===== src/rtl/regcmp_pkg.sv =====
package regcmp_pkg;
  typedef enum logic [1:0] {
    OP_HOLD  = 2'b00,
    OP_SHIFT = 2'b01,
    OP_LOAD  = 2'b10,
    OP_READ  = 2'b11
  } op_e;

  typedef struct packed {
    logic eq;
    logic gt;
    logic lt;
  } rel_t;
endpackage


===== src/rtl/regcmp_store.sv =====
module regcmp_store
  import regcmp_pkg::*;
#(
  parameter int W = 8
) (
  input  logic         clk,
  input  logic         rst,
  input  op_e          op,
  input  logic         ser_in,
  input  logic [W-1:0] par_in,
  output logic [W-1:0] q
);
  always_ff @(posedge clk or posedge rst) begin
    if (rst) begin
      q <= '0;
    end else begin
      case (op)
        OP_SHIFT: q <= {q[W-2:0], ser_in};
        OP_LOAD:  q <= par_in;
        default:  q <= q;
      endcase
    end
  end

  // a load captures the bus value sampled at the edge
  p_load_r2: assert property (@(posedge clk) disable iff (rst)
    (op == OP_LOAD) |=> (q == $past(par_in)));

  // a shift moves the word up by one and takes the serial bit at bit 0
  p_shift_r3: assert property (@(posedge clk) disable iff (rst)
    (op == OP_SHIFT) |=> (q[0] == $past(ser_in) && q[W-1:1] == $past(q[W-2:0])));

  // hold and read-out leave the word untouched
  p_keep_r4: assert property (@(posedge clk) disable iff (rst)
    (op == OP_HOLD || op == OP_READ) |=> $stable(q));
endmodule


===== src/rtl/regcmp_compare.sv =====
module regcmp_compare
  import regcmp_pkg::*;
#(
  parameter int W = 8
) (
  input  logic [W-1:0] a,
  input  logic [W-1:0] b,
  input  logic         signed_mode,
  input  rel_t         link,
  output rel_t         rel
);
  logic [W-1:0] a_key, b_key;
  logic         own_eq, own_gt;

  // Flipping the sign bit maps two's-complement order onto unsigned order.
  always_comb begin
    a_key = {a[W-1] ^ signed_mode, a[W-2:0]};
    b_key = {b[W-1] ^ signed_mode, b[W-2:0]};
    own_eq = (a_key == b_key);
    own_gt = (a_key > b_key);
    if (own_eq) begin
      rel = link;
    end else begin
      rel.eq = 1'b0;
      rel.gt = own_gt;
      rel.lt = ~own_gt;
    end
  end
endmodule


===== src/rtl/regcmp_slice.sv =====
module regcmp_slice
  import regcmp_pkg::*;
#(
  parameter int W = 8
) (
  input  logic         clk,
  input  logic         rst,
  input  logic [1:0]   sel,
  input  logic         ser_in,
  output logic         ser_out,
  input  logic [W-1:0] bus_in,
  output logic [W-1:0] bus_out,
  output logic         bus_oe,
  input  logic         signed_mode,
  input  logic         stat_en,
  input  logic         link_eq_in,
  input  logic         link_gt_in,
  input  logic         link_lt_in,
  output logic         eq_o,
  output logic         gt_o,
  output logic         lt_o
);
  op_e          op;
  logic [W-1:0] word;
  logic [W-1:0] bus_seen;
  rel_t         link_rel, result;

  assign op = op_e'(sel);

  regcmp_store #(.W(W)) store_i (
    .clk    (clk),
    .rst    (rst),
    .op     (op),
    .ser_in (ser_in),
    .par_in (bus_in),
    .q      (word)
  );

  // While driving, the resolved bus carries the stored word itself.
  assign bus_oe   = (op == OP_READ);
  assign bus_out  = word;
  assign ser_out  = word[W-1];
  assign bus_seen = bus_oe ? word : bus_in;
  assign link_rel = '{eq: link_eq_in, gt: link_gt_in, lt: link_lt_in};

  regcmp_compare #(.W(W)) cmp_i (
    .a           (word),
    .b           (bus_seen),
    .signed_mode (signed_mode),
    .link        (link_rel),
    .rel         (result)
  );

  assign eq_o = stat_en & result.eq;
  assign gt_o = stat_en & result.gt;
  assign lt_o = stat_en & result.lt;

  // gated flags stay off
  p_gate_off_r8: assert property (@(posedge clk) disable iff (rst)
    !stat_en |-> !(eq_o || gt_o || lt_o));

  // flags are exclusive whenever the links are
  p_flags_excl_r6: assert property (@(posedge clk) disable iff (rst)
    $onehot0({link_eq_in, link_gt_in, link_lt_in}) |-> $onehot0({eq_o, gt_o, lt_o}));

  // read-out compares the word with itself, so links pass through
  p_read_pass_r10: assert property (@(posedge clk) disable iff (rst)
    (bus_oe && stat_en) |-> (eq_o == link_eq_in && gt_o == link_gt_in && lt_o == link_lt_in));

  // the presented word does not move across a read-out edge
  p_read_hold_r5: assert property (@(posedge clk) disable iff (rst)
    (sel == 2'b11) |=> $stable(bus_out));

  // in signed mode a differing sign bit alone decides the order
  p_sign_split_r7: assert property (@(posedge clk) disable iff (rst)
    (stat_en && signed_mode && !bus_oe && (bus_out[W-1] != bus_in[W-1]))
      |-> (gt_o == bus_in[W-1] && lt_o == bus_out[W-1]));
endmodule


===== config.mk =====
export PLATFORM = sky130hd
export DESIGN_NAME = regcmp_slice
export DESIGN_NICKNAME = d
export VERILOG_FILES = /design/src/rtl/regcmp_pkg.sv /design/src/rtl/regcmp_store.sv /design/src/rtl/regcmp_compare.sv /design/src/rtl/regcmp_slice.sv
export SDC_FILE = /design/constraint.sdc
export NUM_CORES = 1
export LEC_CHECK = 0
export ABC_AREA = 0
export ABC_CLOCK_PERIOD_IN_PS = 4350
export BUFFER_PORTS_ARGS = -buffer_cell sky130_fd_sc_hd__buf_4
export CORE_MARGIN = 2
export CORE_UTILIZATION = 46
export CTS_CLUSTER_SIZE = 28
export DETAILED_ROUTE_END_ITERATION = 10
export HOLD_SLACK_MARGIN = 0.03
export PLACE_DENSITY = 0.88
export SYNTH_ARGS = -nofsm -noshare
export SYNTH_HDL_FRONTEND = slang
export SYNTH_SLANG_ARGS = --single-unit

===== constraint.sdc =====
create_clock -name clk -period 4.35 [get_ports clk]
set_clock_uncertainty 0.2 [all_clocks]
set_input_delay 1.0875 -clock clk [delete_from_list [all_inputs] [get_ports clk]]
set_output_delay 1.0875 -clock clk [all_outputs]
set_load 0.005 [all_outputs]

==> flow_summary.json, run 1 <==
{
  "p_int_uw": 229,
  "syn2layout_area_growth_pct": 35.2,
  "fill_cells": 138,
  "regToRegStartpoint": "store_i.q[4]",
  "worst_pin_slew_ps": 488,
  "swShare": 0.371,
  "hold_viol": 0,
  "die_h_um": 44.1,
  "coreArea_mm2": 0.00151,
  "synth_xor_area_frac": 0.0237,
  "pwr_density_cell_mw_per_mm2": 364,
  "holdBufCountCts": 0,
  "syn_area_um2": 739,
  "ir_worst_vdd_v": 0.000213,
  "max_cap_viol_count": 0,
  "syn_nets": 102,
  "rsz0062_at_grt": "no",
  "muxShareOfSynthArea": 0.218,
  "post_drt_wl_per_cell_um": 14.2,
  "period_minus_slack_ps": 4220,
  "viasPerCell": 5.63,
  "track_usage": 0.208,
  "drt_iter0_drc": 16,
  "insertion_delay_ps": 260,
  "yosys_warnings": 0,
  "port_buffers": 30,
  "dieArea_mm2": 0.00194,
  "clock_power_share": 0.165,
  "max_freq_mhz": 237,
  "cts.sinks": 8,
  "crit_arrival_ps": 2930,
  "start_util": 0.491,
  "synth_top_area_frac": 0.271,
  "grt_pass1_wl_um": 2970,
  "synth.distinct_cells": 23,
  "largest_reg_flops": 8,
  "detail-route-antenna-nets": 0,
  "post-synth-top-area-cell": "dfrtp_1",
  "r2r_setup_slack_ps": 3350,
  "grt_max_degree": 17,
  "multi_input_area_um2": 513,
  "p_leak_nw": 0.504,
  "status": "finished, final reports clean",
  "fin_setup_tns_ps": 0,
  "antenna_found_initial": 0,
  "layout.area.seq_um2": 200,
  "max_slew_margin": 0.674,
  "combPwrFrac": 0.509,
  "mostFrequentLayoutCells": "buf_4 (31), mux2i_1 (14), nand2_1 (9), ha_1 (9)",
  "critical_path_required_ps": 3060,
  "cts_made_buffers": 3,
  "synthAdderAreaFrac": 0.169,
  "drcViolationCount": 0,
  "synth_area_leaders": "dfrtp_1 (27%), mux2i_1 (20%), ha_1 (17%)",
  "final_common_cell": "buf_4",
  "crit_fanout": 4,
  "cts_tree": "done",
  "synth_seq_area_share": 0.271,
  "fp.dieW_um": 44.1,
  "post-route-util": 0.664,
  "drive_gt1_frac": 0.394,
  "hold_class": "flop to flop",
  "path_clk_slew_ps": 60,
  "vias": 675,
  "grt_pass1_vias": 691,
  "end_kind": "output port",
  "cts_max_level": 1,
  "wirelength_um": 1700,
  "yosys.area_share.simple": 0.0998,
  "num_rows": 14,
  "totalPowerFinal_uw": 363,
  "clockBufferDepth": 2,
  "min_from": "store_i.q[4]",
  "setup_violations": 0,
  "syn_inst": 74,
  "regMostFlops": "store_i.q",
  "cts_root_buf": "clkbuf_4",
  "synth_top_family_by_area": "multiplexers",
  "hpwl_um": 1370,
  "synth_seq_cells": 8,
  "dr.pass1.iters": 4,
  "finalCritPeriodShare": 0.970,
  "globalplace.congestion": 0.710,
  "drv_slew": 0,
  "path_class": "primary input to output port",
  "seq_power_share": 0.325,
  "antenna_cells": 0,
  "ios": 31,
  "synth_compound_area_frac": 0.174,
  "reg_top3": "store_i.q x8",
  "cp-start-kind": "primary input",
  "switchingPower_uw": 135,
  "synth.avg_cell_area_um2": 9.99,
  "grt_overflow": 0,
  "fin_nets": 134,
  "critPathLaunch": "sel[0]"
}
## cells in the mapped netlist
| library cell | instances |
|---|---|
| ha_1 | 10 |
| a21oi_1 | 1 |
| a21o_1 | 1 |
| o21ai_0 | 8 |
| nand2_1 | 9 |
| a21boi_1 | 1 |
| clkbuf_1 | 1 |
| o21a_1 | 1 |
| nor2_1 | 2 |
| buf_4 | 1 |
| and3_1 | 1 |
| mux2_2 | 1 |
| nand4_1 | 2 |
| o311a_2 | 1 |
| inv_1 | 3 |
| a2111oi_4 | 1 |
| a41o_1 | 1 |
| nand2b_4 | 1 |
| o31ai_2 | 1 |
| mux2i_1 | 15 |
| xor2_1 | 2 |
| buf_2 | 2 |
| dfrtp_1 | 8 |
## final timing paths
kind / endpoint / depth (start not counted)
min: store_i.q[4] / 2
max: lt_o / 9
min in group asynchronous: store_i.q[2] / 2
max in group asynchronous: store_i.q[6] / 2
min reg2reg: store_i.q[4] / 2
max reg2reg: store_i.q[5] / 2
## layout make-up
type	count	share of cell area
clock buffer	3	0.0225
inverter	3	0.0113
multi-input combinational	59	0.513
sequential	8	0.200
tap	16	0.0200
timing repair buffer	31	0.233
## through the flow
stage                     setup slack (ps)  hold WS (ps)  cell area, um^2  instances
after floorplan                        242           330              739         74
after global placement                 169           352              971        117
after detailed placement               126           364              971        117
after CTS                              117           379              993        120
after global routing                  20.8           413             1000        120
final                                  130           382             1000        120
## power by group through the flow
stage / Sequential (mW) / Clock, mW / Combinational [mW]
floorplan: 0.114 / 0 / 0.115
global placement: 0.118 / 0 / 0.177
detailed placement: 0.119 / 0 / 0.185
global route: 0.122 / 0.0658 / 0.210
CTS: 0.118 / 0.0620 / 0.186
finish: 0.118 / 0.0601 / 0.185
## metal layers
metal,vias to the layer above,global-route usage,part of all wire
li1,332,-,-
met1,314,0.242,0.40
met2,24,0.374,0.51
met3,5,0.0449,0.071
met4,0,0.0727,0.018
met5,-,0,0
## critical path, cell delays in order
cell and delay [ps]:
buf_4 90, ha_2 220, mux2_2 350, ha_1 290
nand2b_4 150, a2111oi_4 340, o31ai_2 110, a21boi_1 160
buf_4 140
## cell families after synthesis
group,Yosys count
AOI/OAI and AO/OA,16
muxes,16
and+or+nand+nor,15
adders and majority gates,10
DFF,8
buffers and inverters,7
xor gates and xnor gates,2
## what timing repair did
item,4_1_cts,5_1_grt
endpoints found under the setup margin,0,2
buffers inserted,0,0
resized for setup,0,2
Power figures use the tool's default switching activity.
==> run 2, diff against run 1 <==
Settings changed: BUFFER_PORTS_ARGS -buffer_cell sky130_fd_sc_hd__buf_4 to -buffer_cell sky130_fd_sc_hd__buf_2.
==> flow_summary.json, run 2 (synthesized netlist as in run 1, its figures left out) <==
{
  "p_leak_nw": 0.485,
  "final_common_cell": "buf_2",
  "dr.pass1.iters": 4,
  "detail-route-antenna-nets": 0,
  "die_h_um": 44.1,
  "grt_pass1_wl_um": 2750,
  "cts_tree": "done",
  "vias": 664,
  "clockBufferDepth": 2,
  "hold_class": "flop to flop",
  "path_class": "primary input to output port",
  "max_slew_margin": 0.687,
  "mostFrequentLayoutCells": "buf_2 (30), mux2i_1 (15), ha_1 (10)",
  "drcViolationCount": 0,
  "worst_pin_slew_ps": 470,
  "final_cells": 120,
  "pwr_density_cell_mw_per_mm2": 375,
  "max_cap_viol_count": 0,
  "coreArea_mm2": 0.00151,
  "critical_path_required_ps": 3060,
  "cts_root_buf": "clkbuf_4",
  "ios": 31,
  "ir_worst_vdd_v": 0.000218,
  "holdBufCountCts": 0,
  "hold_viol": 0,
  "cp-start-kind": "primary input",
  "viasPerCell": 5.53,
  "setup_violations": 0,
  "syn2layout_area_growth_pct": 24.2,
  "post-route-util": 0.610,
  "fin_setup_tns_ps": 0,
  "fin_nets": 134,
  "dieArea_mm2": 0.00194,
  "regMostFlops": "store_i.q",
  "fill_cells": 146,
  "track_usage": 0.197,
  "fp.dieW_um": 44.1,
  "drv_slew": 0,
  "largest_reg_flops": 8,
  "multi_input_area_um2": 507,
  "grt_overflow": 0,
  "grt_pass1_vias": 642,
  "cts_max_level": 1,
  "path_clk_slew_ps": 70,
  "crit_fanout": 4,
  "hpwl_um": 1270,
  "drive_gt1_frac": 0.375,
  "cts.sinks": 8,
  "post_drt_wl_per_cell_um": 13.7,
  "finalCritPeriodShare": 0.961,
  "num_rows": 14,
  "port_buffers": 30,
  "wirelength_um": 1640,
  "cts_made_buffers": 3,
  "worst_hold_slack_ps": 360,
  "max_freq_mhz": 239,
  "insertion_delay_ps": 260,
  "period_minus_slack_ps": 4180,
  "grt_max_degree": 17,
  "placed_cells": 117,
  "start_util": 0.491,
  "reg_top3": "store_i.q x8",
  "r2r_setup_slack_ps": 3350,
  "antenna_cells": 0,
  "rsz0062_at_grt": "no",
  "crit_arrival_ps": 2890,
  "postCtsSetupBuffers": 0,
  "layout.area.seq_um2": 200,
  "globalplace.congestion": 0.749,
  "cts-resized-gates": 0,
  "end_kind": "output port",
  "drt_iter0_drc": 3,
  "status": "finished, final reports clean",
  "antenna_found_initial": 0
}
==> run 2: changes by cell type in the layout (fill, tap and decap cells not counted) <==
cell and delta:
mux2i_2 -1, ha_2 -1, ha_1 +1, buf_4 -30, mux2i_1 +1, buf_2 +30
==> run 2: power by group <==
group | switching (mW) | total (mW) | internal [mW] | leakage [nW]
logic | 0.0796 | 0.166 | 0.0867 | 0.371
clock network | 0.0305 | 0.0624 | 0.0319 | 0.0138
registers | 0.0241 | 0.116 | 0.0919 | 0.101
==> run 2: final timing paths <==
| check | to | startpoint | cells after the start |
|---|---|---|---|
| max | gt_o | sel[0] | 9 |
| min | store_i.q[2] | store_i.q[2] | 2 |
| max reg2reg | store_i.q[1] | store_i.q[0] | 2 |
| min reg2reg | store_i.q[2] | store_i.q[2] | 2 |
| max in group asynchronous | store_i.q[6] | rst | 2 |
| min in group asynchronous | store_i.q[2] | rst | 2 |
==> run 2: cell type report <==
class,count,share of cell area
Multi-Input combinational cell,59,0.552
Clock buffer,3,0.0245
Timing Repair Buffer,31,0.172
Tap cell,16,0.0218
Sequential cell,8,0.218
Inverter,3,0.0123
==> run 2: critical path, stage by stage <==
cell       delay (ps)
buf_2              90
ha_1              220
mux2_2            360
ha_1              290
nand2b_4          150
a2111oi_4         350
o31ai_2           100
o311a_2           130
buf_2             130
==> run 2: per-layer routing <==
layer  part of all wire  track usage  routed length [um]
met5                  0            0                   0
met3              0.058       0.0612                  95
met1               0.43        0.222                 699
met4             0.0091       0.0788                  15
met2               0.51        0.344                 833
==> run 2: through the flow <==
| stage | setup slack [ps] | power [mW] | cell area, um^2 |
|---|---|---|---|
| 2_1_floorplan | 242 | 0.230 | 739 |
| 3_3_place_gp | 180 | 0.275 | 896 |
| 3_5_place_dp | 170 | 0.283 | 896 |
| 4_1_cts | 162 | 0.346 | 918 |
| 5_1_grt | 21.2 | 0.376 | 918 |
| 6_report | 168 | 0.345 | 918 |
==> run 3, diff against run 2 <==
Settings changed: ABC_AREA 0 to 1, CORE_UTILIZATION 46 to 48, PLACE_DENSITY 0.88 to 0.9.
==> flow_summary.json, run 3 <==
{
  "crit_fanout": 9,
  "end_kind": "output port",
  "grt_overflow": 0,
  "drt_iter0_drc": 5,
  "synth.avg_cell_area_um2": 7.16,
  "largest_reg_flops": 8,
  "syn_inst": 113,
  "synth_top_area_frac": 0.247,
  "period_minus_slack_ps": 4060,
  "start_util": 0.525,
  "track_usage": 0.195,
  "synthFlopType": "dfrtp_1",
  "synthArstFlopShare": 1.00,
  "wirelength_um": 1830,
  "r2r_setup_slack_ps": 3270,
  "synth-edff-count": 0,
  "pre_cts_ws_ps": 304,
  "grt_pass1_vias": 730,
  "min_from": "store_i.q[7]",
  "hold_viol": 0,
  "setup_violations": 0,
  "worst_pin_slew_ps": 731,
  "drcViolationCount": 0,
  "post-route-util": 0.635,
  "critical_path.cell_chain": "buf_2, ha_1, buf_4, nand2_1, o21ai_0, ha_1, nand2_1, nor2_1, nand2_1, o21ai_1, a21oi_1, buf_2",
  "ios": 31,
  "cp-start-kind": "primary input",
  "synth_common_cells": "nand2_1 (34), inv_1 (17), ha_1 (10)",
  "cts_root_buf": "clkbuf_4",
  "yosys_warnings": 0,
  "grt_max_degree": 17,
  "hold_depth": 2,
  "syn_area_um2": 810,
  "synth_seq_cells": 8,
  "drive_gt1_frac": 0.343,
  "drv_slew": 0,
  "crit_arrival_ps": 2770,
  "vias": 798,
  "synth_seq_area_share": 0.247,
  "hold_class": "flop to flop",
  "finalCritPeriodShare": 0.934,
  "worst_hold_slack_ps": 381,
  "die_h_um": 45.1,
  "grt_pass1_wl_um": 2910,
  "coreArea_mm2": 0.00154,
  "postCtsSetupBuffers": 0,
  "globalplace.congestion": 0.850,
  "cts-resized-gates": 0,
  "fin_setup_tns_ps": 0,
  "holdPathEnd": "store_i.q[7]",
  "synth.most_common_cell": "nand2_1",
  "r2r-end": "store_i.q[6]",
  "critical_path_required_ps": 3060,
  "cts_tree": "done",
  "max_freq_mhz": 246,
  "crit_slowest_cell": "ha_1",
  "status": "finished, final reports clean",
  "r2r_cells": 4,
  "path_class": "primary input to output port",
  "pwr_density_cell_mw_per_mm2": 345,
  "max_cap_viol_count": 0,
  "worst_path_most_repeated_cell": "nand2_1",
  "regMostFlops": "store_i.q",
  "post-synth-top-area-cell": "dfrtp_1",
  "clockBufferDepth": 2,
  "syn_nets": 141,
  "cts_max_level": 1,
  "synth_area_leaders": "dfrtp_1 (25%), nand2_1 (16%), ha_1 (15%)",
  "final_common_cell": "nand2_1",
  "antenna_found_initial": 0,
  "viasPerCell": 5.02,
  "hpwl_um": 1480,
  "holdBufCountCts": 0,
  "p_leak_nw": 0.544,
  "fin_nets": 173,
  "port_buffers": 30,
  "regToRegStartpoint": "store_i.q[5]",
  "max_slew_margin": 0.513,
  "cts.sinks": 8,
  "dieArea_mm2": 0.00203,
  "fp.dieW_um": 45.1,
  "insertion_delay_ps": 260,
  "syn2layout_area_growth_pct": 20.9,
  "totalPowerFinal_uw": 338,
  "cts_made_buffers": 3,
  "dr.pass1.iters": 4,
  "antenna_cells": 0,
  "post_drt_wl_per_cell_um": 11.5,
  "synth.distinct_cells": 20,
  "setup_slack_ps": 289,
  "ir_worst_vdd_v": 0.000210,
  "num_rows": 14,
  "path_clk_slew_ps": 60,
  "reg_top3": "store_i.q x8",
  "max_stage_delay_ps": 310,
  "detail-route-antenna-nets": 0,
  "rsz0062_at_grt": "no",
  "mostFrequentLayoutCells": "nand2_1 (34), buf_2 (30), inv_1 (17)"
}
## run 3: cell count changes in the layout (fill, tap and decap cells not counted), sizes merged, moves of 2 or more
cell	change
nor2	+2
nand2	+28
a21oi	+3
nand4	-2
o21ai	+16
mux2i	-15
inv	+14
## run 3: layout make-up
class	count	area, um^2
clock buffers	3	22.5
fillers	145	563
inverters	17	63.8
multi-input cells	84	514
flip-flops and latches	8	200
well taps	16	20.0
repair buffers	31	158
## run 3: cells by family (layout without fill, tap and decap cells)
family | after synthesis | in the layout | synth area share
AO/OA/AOI/OAI | 30 | 30 | 0.244
XOR/XNOR | 2 | 2 | 0.0216
adder cells (fa/ha/maj) | 10 | 10 | 0.155
buffers and inverters | 21 | 51 | 0.117
flip-flops | 8 | 8 | 0.247
AND/OR/NAND/NOR | 42 | 42 | 0.215
## run 3: worst max-delay path by stage
stage            from    to  slack, ps
6_report       sel[0]  lt_o        290
3_5_place_dp   sel[0]  lt_o        300
4_1_cts        sel[0]  lt_o        300
2_1_floorplan  sel[0]  lt_o        640
5_1_grt        sel[0]  gt_o        160
3_3_place_gp   sel[0]  lt_o        320
## run 3: routing by layer
metal  GRT usage  vias up  part of all wire
li1            -      425                 -
met1       0.248      346              0.46
met2       0.329       23              0.48
met3      0.0160        4             0.049
met4       0.100        0             0.017
met5           0        -                 0
## run 3: through the flow
step,instances,cell area [um^2]
after global routing,159,978
after detailed placement,156,956
after global placement,156,956
final,159,978
after CTS,159,978
after floorplan,113,810
## run 3: worst max-delay path, delay by kind of cell
family,cells,cell delay [ps]
AO/OA/AOI/OAI,3,260
adder cells (fa/ha/maj),2,600
buffers and inverters,3,430
AND/OR/NAND/NOR,4,410
## run 3: report_power, final
part           switching [mW]  internal (mW)
logic                  0.0973         0.0737
registers              0.0161         0.0912
clock network          0.0279         0.0318
